--- config.mk ---
export PLATFORM = sky130hd
export DESIGN_NAME = hostmem_port
export DESIGN_NICKNAME = d
export VERILOG_FILES = /design/src/rtl/hmp_pkg.sv /design/src/rtl/hmp_decode.sv /design/src/rtl/hmp_pointer.sv /design/src/rtl/hmp_mem_seq.sv /design/src/rtl/hostmem_port.sv
export SDC_FILE = /design/constraint.sdc
export NUM_CORES = 1
export LEC_CHECK = 0
export BUFFER_PORTS_ARGS = -buffer_cell sky130_fd_sc_hd__buf_2
export CORE_UTILIZATION = 40
export DETAILED_ROUTE_END_ITERATION = 8
export PLACE_DENSITY = 0.74
export SLEW_MARGIN = 20
export SYNTH_ARGS = -nofsm -noshare
export SYNTH_HDL_FRONTEND = slang
export SYNTH_SLANG_ARGS = --single-unit
--- constraint.sdc ---
create_clock -name clk -period 2.9 [get_ports clk]
set_input_delay 0.58 -clock clk [delete_from_list [all_inputs] [get_ports clk]]
set_output_delay 0.58 -clock clk [all_outputs]
set_load 0.005 [all_outputs]
--- src/rtl/hmp_pkg.sv ---
package hmp_pkg;
   typedef enum logic [2:0] {
      RG_GEN,
      RG_SEL,
      RG_PLO,
      RG_PHI,
      RG_DATA,
      RG_RFILE,
      RG_NONE
   } hmp_region_e;

   localparam int OFF_GEN      = 0;
   localparam int OFF_SEL      = 1;
   localparam int OFF_PLO      = 2;
   localparam int OFF_PHI      = 3;
   localparam int OFF_DATA_LO  = 4;
   localparam int OFF_DATA_HI  = 7;
   localparam int OFF_RF_BASE  = 8;
   localparam int DEC_BITS     = 6;
   localparam int SEL_FLASH    = 5;
   localparam int SEL_BANK_LSB = 3;
   localparam int SEL_WIDE     = 2;
endpackage

--- src/rtl/hmp_decode.sv ---
module hmp_decode
   import hmp_pkg::*;
#(
   parameter int RF_N          = 32,
   parameter bit EXT_WINDOW_EN = 1'b1,
   localparam int RF_IW        = (RF_N > 1) ? $clog2(RF_N) : 1
) (
   input  logic [DEC_BITS-1:0] off,
   input  logic                wide,
   output hmp_region_e         region,
   output logic [RF_IW-1:0]    rf_idx
);
   localparam logic [DEC_BITS-1:0] RF_BASE_V = DEC_BITS'(OFF_RF_BASE);
   localparam logic [DEC_BITS:0]   RF_END_V  = (DEC_BITS+1)'(OFF_RF_BASE + RF_N);

   logic rf_hit;

   generate
      if (OFF_RF_BASE + RF_N > (1 << DEC_BITS)) begin : g_bad_rf
         $error("hmp_decode: register bank does not fit the decoded window");
      end
      if (EXT_WINDOW_EN) begin : g_wide
         assign rf_hit = wide && (off >= RF_BASE_V) && ({1'b0, off} < RF_END_V);
      end else begin : g_narrow
         logic unused_wide;
         assign unused_wide = wide;
         assign rf_hit = 1'b0;
      end
   endgenerate

   assign rf_idx = RF_IW'(off - RF_BASE_V);

   always_comb begin
      region = RG_NONE;
      if (off == DEC_BITS'(OFF_GEN))        region = RG_GEN;
      else if (off == DEC_BITS'(OFF_SEL))   region = RG_SEL;
      else if (off == DEC_BITS'(OFF_PLO))   region = RG_PLO;
      else if (off == DEC_BITS'(OFF_PHI))   region = RG_PHI;
      else if (off >= DEC_BITS'(OFF_DATA_LO) && off <= DEC_BITS'(OFF_DATA_HI))
                                             region = RG_DATA;
      else if (rf_hit)                       region = RG_RFILE;
   end
endmodule

--- src/rtl/hmp_pointer.sv ---
module hmp_pointer #(
   parameter int PTR_W  = 15,
   parameter int DATA_W = 8
) (
   input  logic              clk,
   input  logic              rst_n,
   input  logic              ld_lo,
   input  logic              ld_hi,
   input  logic              inc,
   input  logic [DATA_W-1:0] wdata,
   output logic [PTR_W-1:0]  ptr
);
   localparam int HI_W = PTR_W - DATA_W;

   generate
      if (HI_W < 1 || HI_W > DATA_W) begin : g_bad_w
         $error("hmp_pointer: pointer must span two bytes");
      end
   endgenerate

   always_ff @(posedge clk) begin
      if (!rst_n) begin
         ptr <= '0;
      end else if (ld_lo) begin
         ptr[DATA_W-1:0] <= wdata;
      end else if (ld_hi) begin
         ptr[PTR_W-1:DATA_W] <= wdata[HI_W-1:0];
      end else if (inc) begin
         ptr <= ptr + 1'b1;
      end
   end
endmodule

--- src/rtl/hmp_mem_seq.sv ---
module hmp_mem_seq #(
   parameter int DATA_W = 8
) (
   input  logic              clk,
   input  logic              rst_n,
   input  logic              start,
   input  logic              start_we,
   input  logic [DATA_W-1:0] start_wdata,
   input  logic              mem_ack,
   output logic              mem_req,
   output logic              mem_we,
   output logic [DATA_W-1:0] mem_wdata,
   output logic              done
);
   logic req_q;

   assign mem_req = req_q;
   assign done    = req_q && mem_ack;

   always_ff @(posedge clk) begin
      if (!rst_n) begin
         req_q     <= 1'b0;
         mem_we    <= 1'b0;
         mem_wdata <= '0;
      end else if (start) begin
         req_q     <= 1'b1;
         mem_we    <= start_we;
         mem_wdata <= start_wdata;
      end else if (done) begin
         req_q     <= 1'b0;
      end
   end
endmodule

--- src/rtl/hostmem_port.sv ---
module hostmem_port
   import hmp_pkg::*;
#(
   parameter int HOST_AW       = 10,
   parameter int DATA_W        = 8,
   parameter int PTR_W         = 15,
   parameter int BANK_W        = 2,
   parameter int RF_N          = 32,
   parameter int RESV_BYTES    = 16,
   parameter bit EXT_WINDOW_EN = 1'b1,
   localparam int MEM_AW       = PTR_W + BANK_W,
   localparam int RF_IW        = (RF_N > 1) ? $clog2(RF_N) : 1
) (
   input  logic               clk,
   input  logic               rst_n,
   input  logic               host_ce,
   input  logic [HOST_AW-1:0] host_addr,
   input  logic               host_wr,
   input  logic               host_rd,
   input  logic [DATA_W-1:0]  host_wdata,
   output logic [DATA_W-1:0]  host_rdata,
   output logic               host_rvalid,
   output logic               host_busy,
   output logic               mem_req,
   output logic               mem_we,
   output logic               mem_flash,
   output logic [MEM_AW-1:0]  mem_addr,
   output logic [DATA_W-1:0]  mem_wdata,
   input  logic [DATA_W-1:0]  mem_rdata,
   input  logic               mem_ack,
   output logic               rf_wr,
   output logic [RF_IW-1:0]   rf_idx,
   output logic [DATA_W-1:0]  rf_wdata,
   input  logic [DATA_W-1:0]  rf_rdata,
   output logic               resv_viol
);
   localparam logic [MEM_AW-1:0] RESV_ADDR = MEM_AW'((1 << MEM_AW) - RESV_BYTES);
   localparam int PHI_W = PTR_W - DATA_W;

   generate
      if (HOST_AW < DEC_BITS) begin : g_bad_aw
         $error("hostmem_port: host address narrower than decode");
      end
      if (DATA_W < SEL_FLASH + 1) begin : g_bad_dw
         $error("hostmem_port: selector byte too narrow");
      end
      if (SEL_BANK_LSB + BANK_W > SEL_FLASH) begin : g_bad_bank
         $error("hostmem_port: bank field overlaps memory select bit");
      end
      if (RESV_BYTES < 1 || RESV_BYTES > (1 << PTR_W)) begin : g_bad_resv
         $error("hostmem_port: reserved region size out of range");
      end
   endgenerate

   logic [DATA_W-1:0]   gen_q;
   logic [DATA_W-1:0]   sel_q;
   logic [PTR_W-1:0]    ptr_q;
   logic [DEC_BITS-1:0] off;
   logic                unused_addr_hi;
   hmp_region_e         region;
   logic                wr_go, rd_go, data_go, drop, start, done;
   logic                resv_hit;
   logic [DATA_W-1:0]   reg_rd_val;

   generate
      if (HOST_AW > DEC_BITS) begin : g_alias
         assign unused_addr_hi = ^host_addr[HOST_AW-1:DEC_BITS];
      end else begin : g_noalias
         assign unused_addr_hi = 1'b0;
      end
   endgenerate

   assign off     = host_addr[DEC_BITS-1:0];
   assign wr_go   = host_ce && !host_busy && host_wr;
   assign rd_go   = host_ce && !host_busy && host_rd && !host_wr;

   hmp_decode #(
      .RF_N          (RF_N),
      .EXT_WINDOW_EN (EXT_WINDOW_EN)
   ) u_dec (
      .off    (off),
      .wide   (sel_q[SEL_WIDE]),
      .region (region),
      .rf_idx (rf_idx)
   );

   assign mem_addr  = {sel_q[SEL_BANK_LSB +: BANK_W], ptr_q};
   assign mem_flash = sel_q[SEL_FLASH];
   assign resv_hit  = mem_flash && (mem_addr >= RESV_ADDR);

   assign data_go   = (wr_go || rd_go) && (region == RG_DATA);
   assign drop      = wr_go && (region == RG_DATA) && resv_hit;
   assign start     = data_go && !drop;

   hmp_pointer #(
      .PTR_W  (PTR_W),
      .DATA_W (DATA_W)
   ) u_ptr (
      .clk   (clk),
      .rst_n (rst_n),
      .ld_lo (wr_go && region == RG_PLO),
      .ld_hi (wr_go && region == RG_PHI),
      .inc   (done || drop),
      .wdata (host_wdata),
      .ptr   (ptr_q)
   );

   hmp_mem_seq #(
      .DATA_W (DATA_W)
   ) u_seq (
      .clk         (clk),
      .rst_n       (rst_n),
      .start       (start),
      .start_we    (wr_go),
      .start_wdata (host_wdata),
      .mem_ack     (mem_ack),
      .mem_req     (mem_req),
      .mem_we      (mem_we),
      .mem_wdata   (mem_wdata),
      .done        (done)
   );

   assign host_busy = mem_req;
   assign rf_wr     = wr_go && (region == RG_RFILE);
   assign rf_wdata  = host_wdata;

   always_ff @(posedge clk) begin
      if (!rst_n) begin
         gen_q     <= '0;
         sel_q     <= '0;
         resv_viol <= 1'b0;
      end else begin
         if (wr_go && region == RG_GEN) gen_q <= host_wdata;
         if (wr_go && region == RG_SEL) sel_q <= host_wdata;
         if (drop)                      resv_viol <= 1'b1;
      end
   end

   always_comb begin
      case (region)
         RG_GEN:   reg_rd_val = gen_q;
         RG_SEL:   reg_rd_val = sel_q;
         RG_PLO:   reg_rd_val = ptr_q[DATA_W-1:0];
         RG_PHI:   reg_rd_val = DATA_W'(ptr_q[PTR_W-1 -: PHI_W]);
         RG_RFILE: reg_rd_val = rf_rdata;
         default:  reg_rd_val = '0;
      endcase
   end

   always_ff @(posedge clk) begin
      if (!rst_n) begin
         host_rvalid <= 1'b0;
         host_rdata  <= '0;
      end else begin
         host_rvalid <= 1'b0;
         if (rd_go && region != RG_DATA) begin
            host_rvalid <= 1'b1;
            host_rdata  <= reg_rd_val;
         end else if (done && !mem_we) begin
            host_rvalid <= 1'b1;
            host_rdata  <= mem_rdata;
         end
      end
   end
endmodule

==> results_dict.tcl, run 1 <==
set metrics [dict create \
    status "completed" \
    ys_seq_area_frac 0.360 \
    static-leakage-power_nw 1.42 \
    combinational_share_of_power 0.108 \
    cts-buffers-inserted 5 \
    crit_arrival_ps 2630 \
    grt_pass1_wl_um 12900 \
    pwr_density_cell_nw_per_um2 375 \
    core-area_um2 6830 \
    start_util 0.415 \
    cts_root_buf "sky130_fd_sc_hd__clkbuf_8" \
    cts_htree_levels 2 \
    max_freq_mhz 410 \
    clkTransAtPathRegs_ps 90 \
    post_synth_num_cell_types 55 \
    wl_met1_um 3680 \
    synth_seq_cells 51 \
    required_arrival_time_at_the_worst_endpoint_ps 3090 \
    synth_enable_flop_cells 0 \
    skew_ps 6.03 \
    grt_max_degree 27 \
    p_sw_w 0.000319 \
    detailroute.via_count 2685 \
    routed_wl_um 8040 \
    first_global_vias 2519 \
    power_switching_share 0.250 \
    timing.setup.critical_path_class "flip-flop to flip-flop" \
    highest-signal-layer "met4" \
    synthFlopType "sky130_fd_sc_hd__dfxtp_1" \
    holdCritPathClass "flip-flop to flip-flop" \
    rsz_0062_raised_after_global_routing "false" \
    postLayoutCoreUtil 0.498 \
    post-cts-setup-buffers 0 \
    setup_tns_ps 0 \
    post-route-min-period_ps 2440 \
    clock_tree_from_tritoncts "yes" \
    vdd.ir_drop.worst_uv 174 \
    clock_latency_of_the_later_clocked_register_in_the_worst_skew_pair_ps 300 \
    timing.reg2reg.worst_path_depth 6 \
    number_of_iterations_in_the_first_detailed_routing_pass 4 \
    gp_congestion 0.880 \
    synth_area_leader "sky130_fd_sc_hd__dfxtp_1" \
    report.final.setup_viol 0 \
    power_report.internal_total_w 0.000956 \
    dpl.hpwl_um 6080 \
    design.portCount 93 \
    finalHoldViolCount 0 \
    postSynthNetCount 359 \
    diodes 0 \
    timing.critical_path.from "u_ptr.ptr[6]" \
    post-route-period-util 0.840 \
    antenna_violating_nets_post_route 0 \
    globalRoute.totalOverflow 0 \
    postSynthCellCount 317 \
    gr-usage-all-layers 0.224 \
    finish.net_count 434 \
    crit-reg2reg-launch "u_ptr.ptr[6]" \
    clock_path_buffers 2 \
    async_flop_share 0 \
    cts_hold_repair.buffers 0 \
    hold_path_depth 2 \
    critical_path.max_stage_delay_ps 530 \
    syn2layout_area_growth_pct 20.2 \
    worst_slew_margin_rel 0.564 \
    drv_cap 0 \
    critical-path-slowest-cell "sky130_fd_sc_hd__dfxtp_1" \
    post_cts_resized 0 \
    wl_met3_um 510 \
    path_cells "nand4_1, or4_1, o221ai_1, buf_4, mux2i_1, nor2_1" \
    drc_errors 0 \
    synth.top_cells.by_count "51 x sky130_fd_sc_hd__dfxtp_1, 42 x sky130_fd_sc_hd__nor2_1, 27 x sky130_fd_sc_hd__mux2i_1, 16 x sky130_fd_sc_hd__nand3_1, 15 x sky130_fd_sc_hd__buf_4" \
    timing.hold.ws_ps 483 \
    vias_per_cell 5.50 \
    synth.most_common_cell "sky130_fd_sc_hd__dfxtp_1" \
    p_clk_frac 0.329 \
    grt_antenna_before_repair 0 \
    dieWidth_um 86.2 \
    netlist_top_cells_area "sky130_fd_sc_hd__dfxtp_1 36%, sky130_fd_sc_hd__mux2i_1 9.5%, sky130_fd_sc_hd__mux4_2 5.6%" \
    met2_wirelength_um 3730 \
    synth.yosys.warnings 0 \
    drt-initial-drc-count 212 \
    crit_path_max_fanout 9 \
    dieArea_um2 7420 \
    syn-cell-area_um2 2830 \
    wl_per_cell_um 16.5 \
    drive_gt1_frac 0.324 \
    avgSynthCellArea_um2 8.94 \
    seqPwrFrac 0.563 \
    die_height_um 86.2 \
    tightestPinTransition_ps 654 \
    hold_start "resv_viol" \
    critPathLaunchType "flip-flop" \
    core.rowCount 30 \
    io_buffer_count 88 \
    critPathCaptureType "flip-flop" \
    numClockSinks 51 \
    yosys.area.top_type_share 0.360 \
    drv_slew 0 \
]
==> cell usage in the layout, fill, tap and decap left out, types with 3 or more instances in the layout <==
cell and instances:
sky130_fd_sc_hd__buf_2 88, sky130_fd_sc_hd__dfxtp_1 51, sky130_fd_sc_hd__nor2_1 42, sky130_fd_sc_hd__mux2i_1 27, sky130_fd_sc_hd__nand3_1 16, sky130_fd_sc_hd__nor4_1 13, sky130_fd_sc_hd__nand2_1 13, sky130_fd_sc_hd__buf_4 13
sky130_fd_sc_hd__nor3_1 10, sky130_fd_sc_hd__o21ai_0 8, sky130_fd_sc_hd__nand4_1 8, sky130_fd_sc_hd__or4_1 8, sky130_fd_sc_hd__a221oi_1 8, sky130_fd_sc_hd__inv_1 7, sky130_fd_sc_hd__mux4_2 7, sky130_fd_sc_hd__clkbuf_8 6
sky130_fd_sc_hd__a21oi_1 5, sky130_fd_sc_hd__a31oi_1 5, sky130_fd_sc_hd__or3_1 4, sky130_fd_sc_hd__nand4b_1 4, sky130_fd_sc_hd__nand2b_1 3, sky130_fd_sc_hd__o31ai_1 3
==> stage by stage <==
stage / setup WS [ps] / std cells / cell area [um^2] / total power, W
after floorplan: 612 / 317 / 2830 / 0.000809
after global placement: 322 / 481 / 3310 / 0.000868
after detailed placement: 291 / 481 / 3310 / 0.000872
after CTS: 458 / 488 / 3400 / 0.00128
after global routing: 276 / 488 / 3400 / 0.00134
final: 464 / 488 / 3400 / 0.00128
==> layer usage <==
layer	global-route usage	vias up
met5	0	-
met4	0.0652	0
met3	0.0327	14
met2	0.367	114
met1	0.306	1228
li1	-	1329
==> power by group through the flow <==
stage,clock network [W],registers (W),logic (W)
finish,0.000419,0.000718,0.000138
global route,0.000466,0.000719,0.000152
CTS,0.000428,0.000718,0.000138
detailed placement,0,0.000734,0.000138
global placement,0,0.000733,0.000135
floorplan,0,0.000734,0.0000750
==> state kept, by name, indices dropped and copies added (netlist names) <==
name	count
u_seq.mem_req	1
host_rdata	8
host_rvalid	1
gen_q	8
resv_viol	1
sel_q	8
u_seq.mem_we	1
u_seq.mem_wdata	8
u_ptr.ptr	15
==> worst paths after layout <==
path                             end  slack [ps]
setup / recovery  u_seq.mem_wdata[5]         460
hold / removal             resv_viol         480
setup reg to reg  u_seq.mem_wdata[5]         460
hold reg to reg            resv_viol         480
==> layout make-up <==
type	count	area (um^2)
clock buffers	6	82.6
clock inverters	1	5.00
fillers	688	3430
inverters	7	26.3
multi-input cells	226	1610
flip-flops and latches	51	1020
well taps	96	120
repair buffers	101	538
==> critical path: cells and delay by family, from the launching register on <==
family	cells	cell delay [ps]
multiplexers	1	210
flip-flops	1	530
AO/OA/AOI/OAI	1	450
AND/OR/NAND/NOR	3	830
buffers and inverters	1	300
==> cells by family after synthesis <==
kind of cell,after synthesis,synth area share
xor gates and xnor gates,3,0.00928
adders and majority gates,2,0.00883
AOI/OAI and AO/OA,46,0.117
and+or+nand+nor,139,0.271
buffers and inverters,40,0.0742
DFF,51,0.360
muxes,36,0.159
Note: power is estimated with default switching activity, not from simulation.
==> inputs of run 2 (changes only) <==
clock period = 2.4 ns   (was 2.9 ns; I/O delays follow)
==> run 2 against run 1 <==
  * Sequential share of layout area fell by 1.1 points
  * Critical path type unchanged
  * Clock skew rose by 0.60 ps
  * Count of clock-buffer cells in the layout did not move
  * Clock power rose by 19%
  * Non-clock buffer count rose by 18
  * Maximum frequency rose by 7.2%
  * Setup slack got worse by 340 ps
  * Cell count rose by 3.7%
  * Routed wire length rose by 2.9%
  * Via count rose by 4.7%
  * Critical path depth fell by 1
==> results_dict.tcl, run 2 (same netlist as run 1, synthesis figures left out) <==
set metrics [dict create \
    gp_congestion 0.887 \
    grt_antenna_before_repair 0 \
    first_global_vias 2522 \
    p_clk_frac 0.324 \
    cts-buffers-inserted 5 \
    rsz_0062_raised_after_global_routing "false" \
    power_switching_share 0.247 \
    report.final.setup_viol 0 \
    dieWidth_um 86.2 \
    clock_latency_of_the_later_clocked_register_in_the_worst_skew_pair_ps 310 \
    max_freq_mhz 440 \
    status "completed" \
    post-cts-setup-buffers 0 \
    start_util 0.415 \
    finish.net_count 452 \
    post_cts_resized 0 \
    drv_slew 0 \
    crit-reg2reg-capture "u_ptr.ptr[6]" \
    die_height_um 86.2 \
    globalRoute.totalOverflow 0 \
    timing.setup.critical_path_class "flip-flop to flip-flop" \
    core-area_um2 6830 \
    cts_htree_levels 2 \
    grt_max_degree 23 \
    cts_hold_repair.buffers 0 \
    vias_per_cell 5.55 \
    static-leakage-power_nw 1.50 \
    grt_pass1_wl_um 12800 \
    clkTransAtPathRegs_ps 90 \
    largest_register_ffs 15 \
    crit_arrival_ps 2500 \
    crit-reg2reg-launch "u_ptr.ptr[13]" \
    critPathLaunchType "flip-flop" \
    vdd.ir_drop.worst_uv 292 \
    drc_errors 0 \
    placement.cell_area_um2 3450 \
    holdCritPathClass "primary input to flip-flop" \
    core.rowCount 30 \
    wl_per_cell_um 16.4 \
    timing.reg2reg.setup_slack_ps 130 \
    seqPwrFrac 0.561 \
    number_of_iterations_in_the_first_detailed_routing_pass 5 \
    final_cell_count_no_fill 506 \
    syn2layout_area_growth_pct 25.0 \
    most_used_cells_in_the_layout_excluding_fill_and_tap_cells "88 x sky130_fd_sc_hd__buf_2, 51 x sky130_fd_sc_hd__dfxtp_1, 42 x sky130_fd_sc_hd__nor2_1, 31 x sky130_fd_sc_hd__buf_4, 27 x sky130_fd_sc_hd__mux2i_1" \
    drv_cap 0 \
    routed_wl_um 8280 \
    critPathTopFamily "simple AND/OR/NAND/NOR gates" \
    critical-path-slowest-cell "sky130_fd_sc_hd__nor4_1" \
    dieArea_um2 7420 \
    finalHoldViolCount 0 \
    detailroute.via_count 2810 \
    diodes 0 \
    clock_path_buffers 2 \
    critPathCaptureType "flip-flop" \
    io_buffer_count 88 \
    power_report.internal_total_w 0.00116 \
    clock_tree_from_tritoncts "yes" \
    largest_register "u_ptr.ptr" \
    pwr_density_cell_nw_per_um2 436 \
    cp.buffers_inverters 0 \
    cts_root_buf "sky130_fd_sc_hd__clkbuf_8" \
    p_sw_w 0.000381 \
    combinational_share_of_power 0.115 \
    drive_gt1_frac 0.354 \
    design.portCount 93 \
    hold_path_depth 3 \
    post-route-min-period_ps 2270 \
    post-route-period-util 0.947 \
    worst_slew_margin_rel 0.644 \
    numClockSinks 51 \
    crit_path_max_fanout 12 \
    tightestPinTransition_ps 529 \
    antenna_violating_nets_post_route 0 \
    placedCellCount 499 \
    critical_path.max_stage_delay_ps 540 \
    path_cells "nand4_1, nor4_1, a21oi_2, or4_1, a31oi_1" \
    skew_ps 6.63 \
    drt-initial-drc-count 237 \
    timing.hold.worst_endpoint "host_rdata[2]" \
    hold_start "mem_rdata[2]" \
    most_common_library_cell_in_the_layout_ignoring_fill_and_taps "sky130_fd_sc_hd__buf_2" \
    required_arrival_time_at_the_worst_endpoint_ps 2630 \
    gr-usage-all-layers 0.226 \
    dpl.hpwl_um 6230 \
    finalInstanceArea_um2 3540 \
    timing.reg2reg.worst_path_depth 5 \
]
-- run 2: cell types whose count changed in the layout (fill, tap and decap cells not counted), sizes merged --
| cell | previous run | this run |
|---|---|---|
| buf | 101 | 119 |
-- run 2: worst min-delay path, delay by kind of cell --
kind                   cells  cell delay [ps]
buffers and inverters      1              100
AND/OR/NAND/NOR            2              140
-- run 2: power by group through the flow --
stage	registers [W]	logic [W]	clock network, W
final	0.000866	0.000178	0.000499
after global routing	0.000868	0.000194	0.000551
after CTS	0.000866	0.000178	0.000513
after detailed placement	0.000886	0.000177	0
after global placement	0.000885	0.000174	0
after floorplan	0.000887	0.0000907	0
-- run 2: cell type report --
| cell class | instances | area [um^2] |
|---|---|---|
| clock buffers | 6 | 82.6 |
| inverters | 7 | 26.3 |
| fillers | 675 | 3290 |
| multi-input cells | 226 | 1610 |
| clock inverters | 1 | 5.00 |
| flip-flops and latches | 51 | 1020 |
| well taps | 96 | 120 |
| repair buffers | 119 | 673 |
-- run 2: routing by layer --
| layer | global-route usage | up-vias | part of all wire |
|---|---|---|---|
| li1 | - | 1365 | - |
| met1 | 0.292 | 1283 | 0.43 |
| met2 | 0.370 | 139 | 0.47 |
| met3 | 0.0414 | 23 | 0.076 |
| met4 | 0.0924 | 0 | 0.025 |
| met5 | 0 | - | 0 |
-- run 2: per-stage QoR --
stage / util / setup TNS [ps] / hold WS [ps] / total power [W] / worst slack [ps]
final: 0.518 / 0 / 451 / 0.00154 / 127
after global routing: 0.518 / 0 / 456 / 0.00161 / 15.7
after CTS: 0.518 / 0 / 446 / 0.00156 / 120
after detailed placement: 0.505 / -2.71 / 466 / 0.00106 / -2.71
after global placement: 0.505 / 0 / 459 / 0.00106 / 18.8
after floorplan: - / 0 / 455 / 0.000977 / 212
-- run 2: worst max-delay path by stage --
| stage | startpoint | end | depth (start not counted) |
|---|---|---|---|
| after floorplan | host_addr[5] | u_ptr.ptr[14] | 5 |
| after global placement | host_addr[5] | u_ptr.ptr[14] | 6 |
| after detailed placement | host_addr[5] | u_ptr.ptr[14] | 6 |
| after CTS | u_ptr.ptr[13] | u_ptr.ptr[6] | 5 |
| after global routing | u_ptr.ptr[13] | u_ptr.ptr[6] | 5 |
| final | u_ptr.ptr[13] | u_ptr.ptr[6] | 5 |
==> inputs of run 3 (changes only) <==
BUFFER_PORTS_ARGS = unset   (was -buffer_cell sky130_fd_sc_hd__buf_2)
DONT_BUFFER_PORTS = 1   (was unset)
PLACE_DENSITY = 0.62   (was 0.74)
==> run 3 against run 2 <==
  * Sequential cell count is the same
  * First-iteration DRC count fell by 31%
  * Global-route usage is 0.054 points higher
  * Combinational power is 51% lower
  * Critical path type unchanged
  * Largest power group unchanged
==> results_dict.tcl, run 3 (same netlist as run 1, synthesis figures left out) <==
set metrics [dict create \
    status "completed" \
    grt_antenna_before_repair 0 \
    io_buffer_count 0 \
    clock_tree_from_tritoncts "yes" \
    cts-buffers-inserted 5 \
    core-area_um2 6830 \
    post_cts_resized 0 \
    tightestPinTransition_ps 645 \
    post-route-min-period_ps 2200 \
    drc_errors 0 \
    required_arrival_time_at_the_worst_endpoint_ps 2630 \
    start_util 0.415 \
    placement.cell_area_um2 2990 \
    critical_path.max_stage_delay_ps 520 \
    report.final.setup_viol 0 \
    grt_max_degree 33 \
    rsz_0062_raised_after_global_routing "false" \
    design.portCount 93 \
    cts_htree_levels 2 \
    pwr_density_cell_nw_per_um2 480 \
    post-cts-setup-buffers 0 \
    static-leakage-power_nw 1.08 \
    detailroute.via_count 2471 \
    hold_start "host_wdata[5]" \
    globalRoute.totalOverflow 0 \
    post-route-period-util 0.916 \
    power_report.internal_total_w 0.00111 \
    largest_register_ffs 15 \
    most_used_cells_in_the_layout_excluding_fill_and_tap_cells "51 x sky130_fd_sc_hd__dfxtp_1, 42 x sky130_fd_sc_hd__nor2_1, 28 x sky130_fd_sc_hd__buf_4, 27 x sky130_fd_sc_hd__mux2i_1, 16 x sky130_fd_sc_hd__nand3_1" \
    clkTransAtPathRegs_ps 110 \
    gp_congestion 0.920 \
    critPathLaunchType "flip-flop" \
    dieArea_um2 7420 \
    core.rowCount 30 \
    cts_root_buf "sky130_fd_sc_hd__clkbuf_8" \
    timing.reg2reg.setup_slack_ps 200 \
    max_freq_mhz 455 \
    cp.buffers_inverters 0 \
    power_switching_share 0.248 \
    finalHoldViolCount 0 \
    setup_tns_ps 0 \
    finalInstanceArea_um2 3080 \
    number_of_iterations_in_the_first_detailed_routing_pass 4 \
    dieWidth_um 86.2 \
    most_common_library_cell_in_the_layout_ignoring_fill_and_taps "sky130_fd_sc_hd__dfxtp_1" \
    diodes 0 \
    grt_pass1_wl_um 12700 \
    critical-path-slowest-cell "sky130_fd_sc_hd__or4_1" \
    seqPwrFrac 0.585 \
    crit-reg2reg-capture "u_ptr.ptr[8]" \
    antenna_violating_nets_post_route 0 \
    wl_per_cell_um 19.4 \
    syn2layout_area_growth_pct 8.88 \
    critPathTopFamily "simple AND/OR/NAND/NOR gates" \
    p_clk_frac 0.356 \
    skew_ps 8.70 \
    numClockSinks 51 \
    timing.setup.critical_path_class "flip-flop to flip-flop" \
    die_height_um 86.2 \
    path_cells "nand4_1, nor4_1, a21oi_2, or4_1, a31oi_1" \
    first_global_vias 2449 \
    crit_path_max_fanout 16 \
    p_sw_w 0.000368 \
    holdCritPathClass "primary input to flip-flop" \
    critPathCaptureType "flip-flop" \
    crit_arrival_ps 2430 \
    drive_gt1_frac 0.172 \
    clock_path_buffers 2 \
    worst_slew_margin_rel 0.570 \
    finish.net_count 361 \
    combinational_share_of_power 0.059 \
    drv_cap 0 \
    drv_slew 0 \
    cts_hold_repair.buffers 0 \
    routed_wl_um 8070 \
    largest_register "u_ptr.ptr" \
    clock_latency_of_the_later_clocked_register_in_the_worst_skew_pair_ps 310 \
    gr-usage-all-layers 0.226 \
    timing.hold.worst_endpoint "u_seq.mem_wdata[5]" \
    vias_per_cell 5.94 \
    drt-initial-drc-count 164 \
    dpl.hpwl_um 6170 \
    hold_path_depth 2 \
    crit-reg2reg-launch "sel_q[3]" \
    vdd.ir_drop.worst_uv 256 \
    timing.reg2reg.worst_path_depth 5 \
]
run 3: worst reg2reg max path: stages (launching register included):
cell,delay [ps]
sky130_fd_sc_hd__dfxtp_1,440
sky130_fd_sc_hd__nand4_1,180
sky130_fd_sc_hd__nor4_1,500
sky130_fd_sc_hd__a21oi_2,280
sky130_fd_sc_hd__or4_1,530
sky130_fd_sc_hd__a31oi_1,200
run 3: layout make-up:
type                       count  area [um^2]
inverter                       7         26.3
clock buffer                   5         68.8
tap                           96          120
fill                         693         3750
clock inverter                 3         26.3
sequential                    51         1020
timing repair buffer          28          210
multi-input combinational    226         1610
run 3: power by group through the flow:
stage	Sequential [W]	Clock, W	Combinational [W]
after detailed placement	0.000886	0	0.0000872
after global routing	0.000869	0.000585	0.0000970
after global placement	0.000886	0	0.0000854
after CTS	0.000867	0.000546	0.0000874
after floorplan	0.000887	0	0.0000907
final	0.000867	0.000527	0.0000871
run 3: per-stage QoR:
step                std cells  hold slack (ps)   util  power [W]  setup WS, ps
global route              416              290  0.451    0.00155          11.9
detailed placement        408              482  0.437   0.000974          66.8
global placement          408              469  0.437   0.000971           120
CTS                       416              288  0.451    0.00150          73.4
floorplan                 317              455      -   0.000977           212
finish                    416              305  0.451    0.00148           201
run 3: worst max path at each step:
| stage | depth (start not counted) | slack, ps | endpoint | from |
|---|---|---|---|---|
| after floorplan | 5 | 210 | u_ptr.ptr[14] | host_addr[5] |
| after detailed placement | 5 | 70 | u_ptr.ptr[8] | host_addr[5] |
| final | 5 | 200 | u_ptr.ptr[8] | sel_q[3] |
| after global placement | 5 | 120 | u_ptr.ptr[8] | host_wr |
| after CTS | 5 | 70 | u_ptr.ptr[8] | sel_q[3] |
| after global routing | 5 | 10 | u_ptr.ptr[8] | sel_q[3] |
run 3: routing by layer:
layer,global-route usage,vias up,routed length [um]
li1,-,1182,-
met3,0.0837,4,757
met1,0.273,1174,3430
met2,0.384,111,3840
met5,0,-,0
met4,0.0470,0,42
